$ cat src/rtl/ext_irq_pkg.sv
package ext_irq_pkg;

  typedef enum logic [1:0] {
    TRIG_LVL_LOW   = 2'd0,
    TRIG_EDGE_FALL = 2'd1,
    TRIG_LVL_HIGH  = 2'd2,
    TRIG_EDGE_RISE = 2'd3
  } trig_e;

  typedef enum logic [1:0] {
    REG_CTRL = 2'd0,
    REG_PEND = 2'd1,
    REG_EN   = 2'd2
  } reg_id_e;

  // Byte offset of a register in the chosen address layout
  function automatic logic [7:0] reg_offset(input int layout, input reg_id_e id);
    logic [7:0] off;
    if (layout == 0) begin
      case (id)
        REG_CTRL: off = 8'h00;
        REG_PEND: off = 8'h04;
        default:  off = 8'h08;
      endcase
    end else begin
      case (id)
        REG_CTRL: off = 8'h0C;
        REG_PEND: off = 8'h10;
        default:  off = 8'h40;
      endcase
    end
    return off;
  endfunction

  // Mode encodings: bit 0 picks edge sensitivity, bit 1 picks high polarity
  function automatic logic trig_is_edge(input trig_e t);
    return t[0];
  endfunction

  function automatic logic trig_high(input trig_e t);
    return t[1];
  endfunction

endpackage

$ cat src/rtl/irq_sync.sv
module irq_sync #(
  parameter int   STAGES  = 2,
  parameter logic RST_VAL = 1'b1
) (
  input  logic clk,
  input  logic rst_n,
  input  logic d_async,
  output logic q_sync
);

  logic [STAGES-1:0] chain_q;

  generate
    if (STAGES == 1) begin : g_one
      always_ff @(posedge clk or negedge rst_n) begin
        if (!rst_n) chain_q <= RST_VAL;
        else        chain_q <= d_async;
      end
    end else begin : g_many
      always_ff @(posedge clk or negedge rst_n) begin
        if (!rst_n) chain_q <= {STAGES{RST_VAL}};
        else        chain_q <= {chain_q[STAGES-2:0], d_async};
      end
    end
  endgenerate

  assign q_sync = chain_q[STAGES-1];

endmodule

$ cat src/rtl/irq_trigger.sv
module irq_trigger
  import ext_irq_pkg::*;
#(
  parameter logic IDLE_VAL = 1'b1
) (
  input  logic  clk,
  input  logic  rst_n,
  input  logic  pin_s,
  input  trig_e mode,
  input  logic  ack,
  output logic  pend,
  output logic  edge_evt,
  output logic  lvl_active
);

  logic prev_q;
  logic rise, fall;
  logic pend_n;

  always_ff @(posedge clk or negedge rst_n) begin
    if (!rst_n) prev_q <= IDLE_VAL;
    else        prev_q <= pin_s;
  end

  assign rise       = pin_s & ~prev_q;
  assign fall       = ~pin_s & prev_q;
  assign edge_evt   = trig_is_edge(mode) & (trig_high(mode) ? rise : fall);
  assign lvl_active = ~trig_is_edge(mode) & (pin_s == trig_high(mode));

  always_comb begin
    if (trig_is_edge(mode)) pend_n = edge_evt | (pend & ~ack);
    else                    pend_n = lvl_active & ~ack;
  end

  always_ff @(posedge clk or negedge rst_n) begin
    if (!rst_n) pend <= 1'b0;
    else        pend <= pend_n;
  end


  edge_set_chk: assert property (@(posedge clk) disable iff (!rst_n)
    edge_evt |=> pend);


  edge_hold_chk: assert property (@(posedge clk) disable iff (!rst_n)
    (pend && trig_is_edge(mode) && !ack) |=> pend);


  ack_clear_chk: assert property (@(posedge clk) disable iff (!rst_n)
    (ack && !edge_evt) |=> !pend);


  level_follow_chk: assert property (@(posedge clk) disable iff (!rst_n)
    (!trig_is_edge(mode) && !ack) |=> (pend == $past(lvl_active)));

endmodule

$ cat src/rtl/ext_irq_ctrl.sv
module ext_irq_ctrl
  import ext_irq_pkg::*;
#(
  parameter int LAYOUT      = 0,
  parameter int ADDR_W      = 8,
  parameter int DATA_W      = 32,
  parameter int SYNC_STAGES = 2
) (
  input  logic              clk,
  input  logic              rst_n,
  input  logic              irq_pin,
  input  logic              bus_sel,
  input  logic              bus_we,
  input  logic [ADDR_W-1:0] bus_addr,
  input  logic [DATA_W-1:0] bus_wdata,
  output logic [DATA_W-1:0] bus_rdata,
  output logic              irq_out
);

  localparam logic [ADDR_W-1:0] OFF_CTRL = ADDR_W'(reg_offset(LAYOUT, REG_CTRL));
  localparam logic [ADDR_W-1:0] OFF_PEND = ADDR_W'(reg_offset(LAYOUT, REG_PEND));
  localparam logic [ADDR_W-1:0] OFF_EN   = ADDR_W'(reg_offset(LAYOUT, REG_EN));

  trig_e ctrl_q;
  logic  en_q;
  logic  irq_q;
  logic  pin_s;
  logic  pend;
  logic  edge_evt, lvl_active;

  // Named decode events
  logic hit_ctrl, hit_pend, hit_en, any_hit;
  logic wr_ctrl, wr_en, ack_evt, rd_ctrl;
  logic unused_wdata;

  assign hit_ctrl = (bus_addr == OFF_CTRL);
  assign hit_pend = (bus_addr == OFF_PEND);
  assign hit_en   = (bus_addr == OFF_EN);
  assign any_hit  = hit_ctrl | hit_pend | hit_en;

  assign wr_ctrl  = bus_sel & bus_we & hit_ctrl;
  assign wr_en    = bus_sel & bus_we & hit_en;
  assign ack_evt  = bus_sel & bus_we & hit_pend & bus_wdata[0];
  assign rd_ctrl  = bus_sel & ~bus_we & hit_ctrl;

  assign unused_wdata = ^bus_wdata[DATA_W-1:2];

  irq_sync #(.STAGES(SYNC_STAGES), .RST_VAL(1'b1)) u_sync (
    .clk     (clk),
    .rst_n   (rst_n),
    .d_async (irq_pin),
    .q_sync  (pin_s)
  );

  irq_trigger #(.IDLE_VAL(1'b1)) u_trig (
    .clk        (clk),
    .rst_n      (rst_n),
    .pin_s      (pin_s),
    .mode       (ctrl_q),
    .ack        (ack_evt),
    .pend       (pend),
    .edge_evt   (edge_evt),
    .lvl_active (lvl_active)
  );

  always_ff @(posedge clk or negedge rst_n) begin
    if (!rst_n) begin
      ctrl_q <= TRIG_LVL_LOW;
      en_q   <= 1'b0;
      irq_q  <= 1'b0;
    end else begin
      if (wr_ctrl) ctrl_q <= trig_e'(bus_wdata[1:0]);
      if (wr_en)   en_q   <= bus_wdata[0];
      irq_q <= pend & en_q;
    end
  end

  assign irq_out = irq_q;

  always_comb begin
    bus_rdata = '0;
    if (bus_sel && !bus_we) begin
      if (hit_ctrl)      bus_rdata = DATA_W'(ctrl_q);
      else if (hit_pend) bus_rdata = DATA_W'(pend);
      else if (hit_en)   bus_rdata = DATA_W'(en_q);
    end
  end


  irq_gate_chk: assert property (@(posedge clk) disable iff (!rst_n)
    !en_q |=> !irq_out);


  irq_follow_chk: assert property (@(posedge clk) disable iff (!rst_n)
    (pend && en_q) |=> irq_out);


  unmapped_rd_chk: assert property (@(posedge clk) disable iff (!rst_n)
    (bus_sel && !bus_we && !any_hit) |-> (bus_rdata == '0));


  ctrl_upper_chk: assert property (@(posedge clk) disable iff (!rst_n)
    rd_ctrl |-> (bus_rdata[DATA_W-1:2] == '0));


  ctrl_write_chk: assert property (@(posedge clk) disable iff (!rst_n)
    wr_ctrl |=> (ctrl_q == $past(bus_wdata[1:0])));

endmodule

$ cat config.mk
export PLATFORM = sky130hd
export DESIGN_NAME = ext_irq_ctrl
export DESIGN_NICKNAME = d
export VERILOG_FILES = /design/src/rtl/ext_irq_pkg.sv /design/src/rtl/irq_sync.sv /design/src/rtl/irq_trigger.sv /design/src/rtl/ext_irq_ctrl.sv
export SDC_FILE = /design/constraint.sdc
export NUM_CORES = 1
export LEC_CHECK = 0
export BUFFER_PORTS_ARGS = -buffer_cell sky130_fd_sc_hd__buf_4
export CELL_PAD_IN_SITES_DETAIL_PLACEMENT = 1
export CELL_PAD_IN_SITES_GLOBAL_PLACEMENT = 1
export CORE_ASPECT_RATIO = 0.75
export CORE_UTILIZATION = 20
export DETAILED_ROUTE_END_ITERATION = 10
export PLACE_DENSITY_LB_ADDON = 0.1
export REMOVE_ABC_BUFFERS = 1
export SLEW_MARGIN = 20
export SYNTH_ARGS = -nofsm -noshare
export SYNTH_HDL_FRONTEND = slang
export SYNTH_SLANG_ARGS = --single-unit
$ cat constraint.sdc
create_clock -name clk -period 1.25 [get_ports clk]
set_clock_uncertainty 0.1 [all_clocks]
set_input_delay 0 -clock clk [delete_from_list [all_inputs] [get_ports clk]]
set_output_delay 0 -clock clk [all_outputs]
set_load 0.1 [all_outputs]
======== Yosys cells after proc, flatten, opt, wreduce, memory -nomap -nowiden ========
Index checks and enable logic that the tools add are counted.
word-level totals
  flip-flop bits (word level) ............. 8
  word-level logic and storage cells ...... 35
operators by class
  bitwise operators ....................... 17
  eq/ne operators ......................... 3
  mux-type cells .......................... 6
  reductions and logical operators ........ 3
operator list
  operator                                                                number
  1-bit AND                                                               12
  8-bit by 3-bit equality test with 1-bit output (second input constant)  1
  8-bit by 4-bit equality test with 1-bit output (second input constant)  1
  8-bit logical NOT                                                       1
  1-bit two-way mux                                                       4
  2-bit two-way mux                                                       2
  1-bit inverter                                                          4
  1-bit equality test                                                     1
  1-bit logical AND                                                       1
  1-bit logical NOT                                                       1
  1-bit bitwise OR                                                        1

======== Longest topological paths before layout ========
  depth after elaboration ................. 7
  depth in mapped cells ................... 3
  gate-level depth less buffers ........... 3

======== Hierarchy ========
From an unflattened synthesis, not the netlist that was laid out.
second synthesis, totals
  cell total of the unflattened synthesis .. 71
  area, all modules ....................... 674.4 µm²
by module, submodules not included
  module        cells each  instances  area an instance (µm²)  seq. area each (µm²)
  ext_irq_ctrl  56          1          501.7                   100.1
  irq_trigger   13          1          120.1                   51.3
  irq_sync      2           1          52.6                    52.6

======== Least setup slack after synthesis ========
OpenSTA, ideal clock, no wires.
  path kind ............................... input-to-output
  from .................................... input port bus_addr[7]
  to ...................................... output port bus_rdata[0]
  slack ................................... -446 ps
  required time ........................... 1,150 ps
  data arrival time ....................... 1,596 ps
  stages .................................. 3
  cell sequence ........................... or4_4 > nor3b_1 > o2111a_1
on the way
  cells in the longest elaborated chain, start to end .. 5
  elaborated cells on any way between the ends .. 7
ends and longest elaborated chain
  what                                            RTL line            source
  start: declaration                              ext_irq_ctrl.sv:14  input logic [ADDR_W-1:0] bus_addr,
  8-bit by 4-bit equality test with 1-bit output  ext_irq_ctrl.sv:38  assign hit_en = (bus_addr == OFF_EN);
  1-bit two-way mux                               ext_irq_ctrl.sv:85  else if (hit_en) bus_rdata = DATA_W'(en_q);
  1-bit two-way mux                               ext_irq_ctrl.sv:84  else if (hit_pend) bus_rdata = DATA_W'(pend);
  2-bit two-way mux *                             ext_irq_ctrl.sv:83  if (hit_ctrl) bus_rdata = DATA_W'(ctrl_q);
  2-bit two-way mux *                             ext_irq_ctrl.sv:82  if (bus_sel && !bus_we) begin
  end: declaration                                ext_irq_ctrl.sv:16  output logic [DATA_W-1:0] bus_rdata,
Mark *: on every way between the ends. The rest lies on a longest branch, timed or not.

======== Worst setup path in the final report ========
  from .................................... input port bus_addr[4]
  to ...................................... output port bus_rdata[0]
The elaborated chain is that of the path after synthesis.

==> results.py <==
metrics = {
    "outcome": {
        "outcome": "complete, but fails checks",
        "violations": "setup timing",
    },
    "logic_synthesis": {
        "synth.ff_latch_count": 8,
        "synth_top_area_frac": 0.352,
        "yosysSeqAreaShare": 0.319,
        "synthesis.area_um2": 639,
        "synth_top_family_by_area": "buffers and inverters",
        "muxShareOfSynthArea": 0.0685,
        "synth_simple_gate_area_frac": 0.178,
        "synth_cells": 66,
        "syn_avg_cell_area_um2": 9.69,
        "synth.yosys.warnings": 0,
        "yosys.area.top_type": "buf_4",
        "synth_compound_area_frac": 0.0509,
        "synthDistinctLibCells": 23,
        "synthXorXnorAreaFrac": 0.0137,
        "synth-adder-area-share": 0,
        "synth_area_leaders": "buf_4 (35%), dfrtp_1 (20%), dfstp_2 (12%)",
    },
    "final_layout": {
        "antenna_cells": 0,
        "fin_nets": 141,
        "multi_input_comb_area_um2": 349,
        "post-route-util": 0.297,
        "area_growth_pct": 39.3,
        "stdcell_count": 133,
        "seqCellArea_um2": 204,
        "fillCellCount": 349,
        "drive_above_1_share": 0.379,
    },
    "worst_setup_path": {
        "worst-path-max-fanout": 3,
        "crit_path_top_delay_cell": "or4_4",
        "start_kind": "primary input",
        "r2r-start": "u_sync.chain_q[1]",
        "cp_top_family": "simple AND/OR/NAND/NOR gates",
        "crit_type": "in2out",
        "reg2reg_depth": 3,
        "r2r-end": "u_trig.pend",
        "worst_ep_required_time_ns": 1.15,
        "end_kind": "primary output",
        "crit_chain": "buf_6, or4_4, nor3b_4, o2111a_1, buf_12",
        "timing.reg2reg.setup_slack_ns": 0.17,
        "crit_buf_inv": 2,
        "critPathArrivalTime_ns": 1.28,
        "max_stage_delay_ns": 0.56,
    },
    "job": {
        "drv_cap": 0,
    },
    "die": {
        "core_um2": 3000,
        "die_w_um": 67.3,
        "dieArea_um2": 3430,
        "die_h_um": 51.0,
        "initial_core_util": 0.213,
        "ioPinCount": 78,
        "num_rows": 17,
    },
    "sta": {
        "fmaxAchievable_ghz": 0.724,
        "finalSetupViolations": 3,
        "slew_viol_final": 0,
        "rsz0062_at_grt": "true",
        "period_share": 1.11,
        "fin_crit_ns": 1.38,
        "hold_viol": 0,
        "setup_ws_ns": -0.132,
    },
    "pwr": {
        "p_leak_nw": 0.436,
        "seqPwrFrac": 0.254,
        "powerDensity_nw_per_um2": 1250,
        "pwr-share-clk": 0.299,
        "peakVddDrop_v": 0.000876,
        "comb_power_share": 0.448,
        "switching_share": 0.495,
        "power_w": 0.00111,
        "p_switching_w": 0.000550,
        "p_int_w": 0.000560,
    },
    "global_routing": {
        "grt_start_max_net_pins": 9,
        "grt_pass1_vias": 462,
        "antenna_found_initial": 0,
        "grt_use_total": 0.0817,
        "grt_pass1_wl_mm": 2.01,
        "gr-total-overflow": 0,
    },
    "clocking": {
        "cts.clk_slew.worst_paths_ns": 0.05,
        "insertion_delay_ns": 0.23,
        "cts_tree": "yes",
        "cts_buffer_depth": 2,
        "clkSinkCount": 8,
        "cts_root_buf": "clkbuf_8",
        "numCtsBuffers": 3,
        "h-tree-depth": 1,
    },
    "route": {
        "firstDrtPassIters": 2,
        "wirelength_mm": 1.22,
        "post_drt_wl_per_cell_um": 9.20,
        "avgViaCountPerCell": 3.68,
        "via_count": 490,
        "antenna_left": 0,
        "route.detailed.drc": 0,
        "first_iter_violations": 6,
    },
    "worst_hold_path": {
        "min_path_type": "in2async",
    },
    "placed_design": {
        "place_hpwl_um": 998,
        "placed_cells": 124,
        "place.gp.congestion": 0.605,
        "numPortBuffers": 17,
    },
}
## registers in the layout (all words and copies together), names as in the netlist
| signal | cells |
|---|---|
| u_sync.chain_q | 2 |
| u_trig.prev_q | 1 |
| en_q | 1 |
| u_trig.pend | 1 |
| ctrl_q | 2 |
| irq_out | 1 |
## metrics by stage
stage               setup slack [ns]  TNS (ns)  area (µm²)  hold WS [ns]
finish                        -0.132    -0.223         891        0.0220
detailed placement            -0.279     -1.39         728        -0.275
global placement              -0.264     -1.32         728        -0.274
global route                  -0.161    -0.380         891        0.0369
floorplan                     -0.446     -1.06         523        -0.396
CTS                           -0.138    -0.304         863        0.0203
## worst register-to-register path, delay by kind of cell, from the launching register on
family | cells | cell delay, ns
simple gates | 1 | 0.06
compound gates | 2 | 0.30
flops | 1 | 0.55
## synthesized netlist by cell type
library cell  instances
nor2_1                1
buf_4                30
xnor2_1               1
mux2i_1               1
o22ai_1               2
nand2_1               2
dfrtp_1               5
nor3_1                1
and2_1                1
dfstp_2               3
or4_4                 2
inv_1                 2
o2111a_1              1
nor3b_1               1
or4b_1                2
conb_1                1
nor2b_1               1
mux2_1                3
o2bb2ai_1             1
and3_1                1
nor3_2                1
nor4_1                2
nand2b_1              1
## power groups by stage
| stage | Sequential, W | Clock [W] | Combinational [W] |
|---|---|---|---|
| 5_1_grt | 0.000283 | 0.000356 | 0.000516 |
| 3_5_place_dp | 0.000285 | 0 | 0.000477 |
| 6_report | 0.000281 | 0.000331 | 0.000497 |
| 2_1_floorplan | 0.000286 | 0 | 0.000412 |
| 3_3_place_gp | 0.000285 | 0 | 0.000476 |
| 4_1_cts | 0.000282 | 0.000334 | 0.000491 |
## logic make-up after synthesis
| kind of cell | Yosys count |
|---|---|
| buffers and inverters | 32 |
| other | 1 |
| AO/OA/AOI/OAI | 4 |
| AND/OR/NAND/NOR | 16 |
| multiplexers | 4 |
| XOR/XNOR | 1 |
| flip-flops | 8 |
## area by class of cell
class | instances | share of cell area
tap | 38 | 0.0534
multi-input combinational | 55 | 0.392
sequential | 8 | 0.229
inverter | 2 | 0.00843
timing repair buffer | 26 | 0.267
clock buffer | 4 | 0.0506
## placed cells by master, fill, tap and decap left out
cell,count
conb_1,30
buf_4,18
dfrtp_1,5
dlygate4sd3_1,4
clkbuf_8,3
dfstp_2,3
or4_4,2
inv_1,2
o22ai_1,2
nand2_1,2
or4b_1,2
mux2_1,2
buf_6,2
buf_12,2
nor2b_1,1
nor3b_4,1
nor2_1,1
o2111a_1,1
and2_1,1
nand2b_1,1
xnor2_1,1
mux2i_1,1
nor4_2,1
o2bb2ai_1,1
nor4_1,1
and3_4,1
nor3_2,1
nor3_4,1
mux2_4,1
clkbuf_1,1
## how the worst max path moves through the flow
stage | startpoint | endpoint | slack (ns) | depth (start not counted)
6_report | bus_addr[4] | bus_rdata[0] | -0.13 | 5
5_1_grt | bus_addr[4] | bus_rdata[0] | -0.16 | 5
4_1_cts | bus_addr[4] | bus_rdata[0] | -0.14 | 5
3_5_place_dp | bus_addr[7] | bus_rdata[0] | -0.28 | 5
3_3_place_gp | bus_addr[7] | bus_rdata[0] | -0.26 | 5
2_1_floorplan | bus_addr[7] | bus_rdata[0] | -0.45 | 3
## layer usage
metal  vias to the layer above  wire, µm  global-route usage
met1                       227       538               0.102
li1                        224         -                   -
met2                        37       530               0.122
met5                         -         0                   0
met4                         0        10              0.0213
met3                         2       144              0.0424
## what timing repair did
item                                    CTS  global route
buffers inserted                          1             0
hold endpoints to repair                 12             0
hold buffers                              4             0
gates resized for setup                  10             5
pin swaps                                 4             2
endpoints found under the setup margin    4             6
Power figures use the tool's default switching activity.
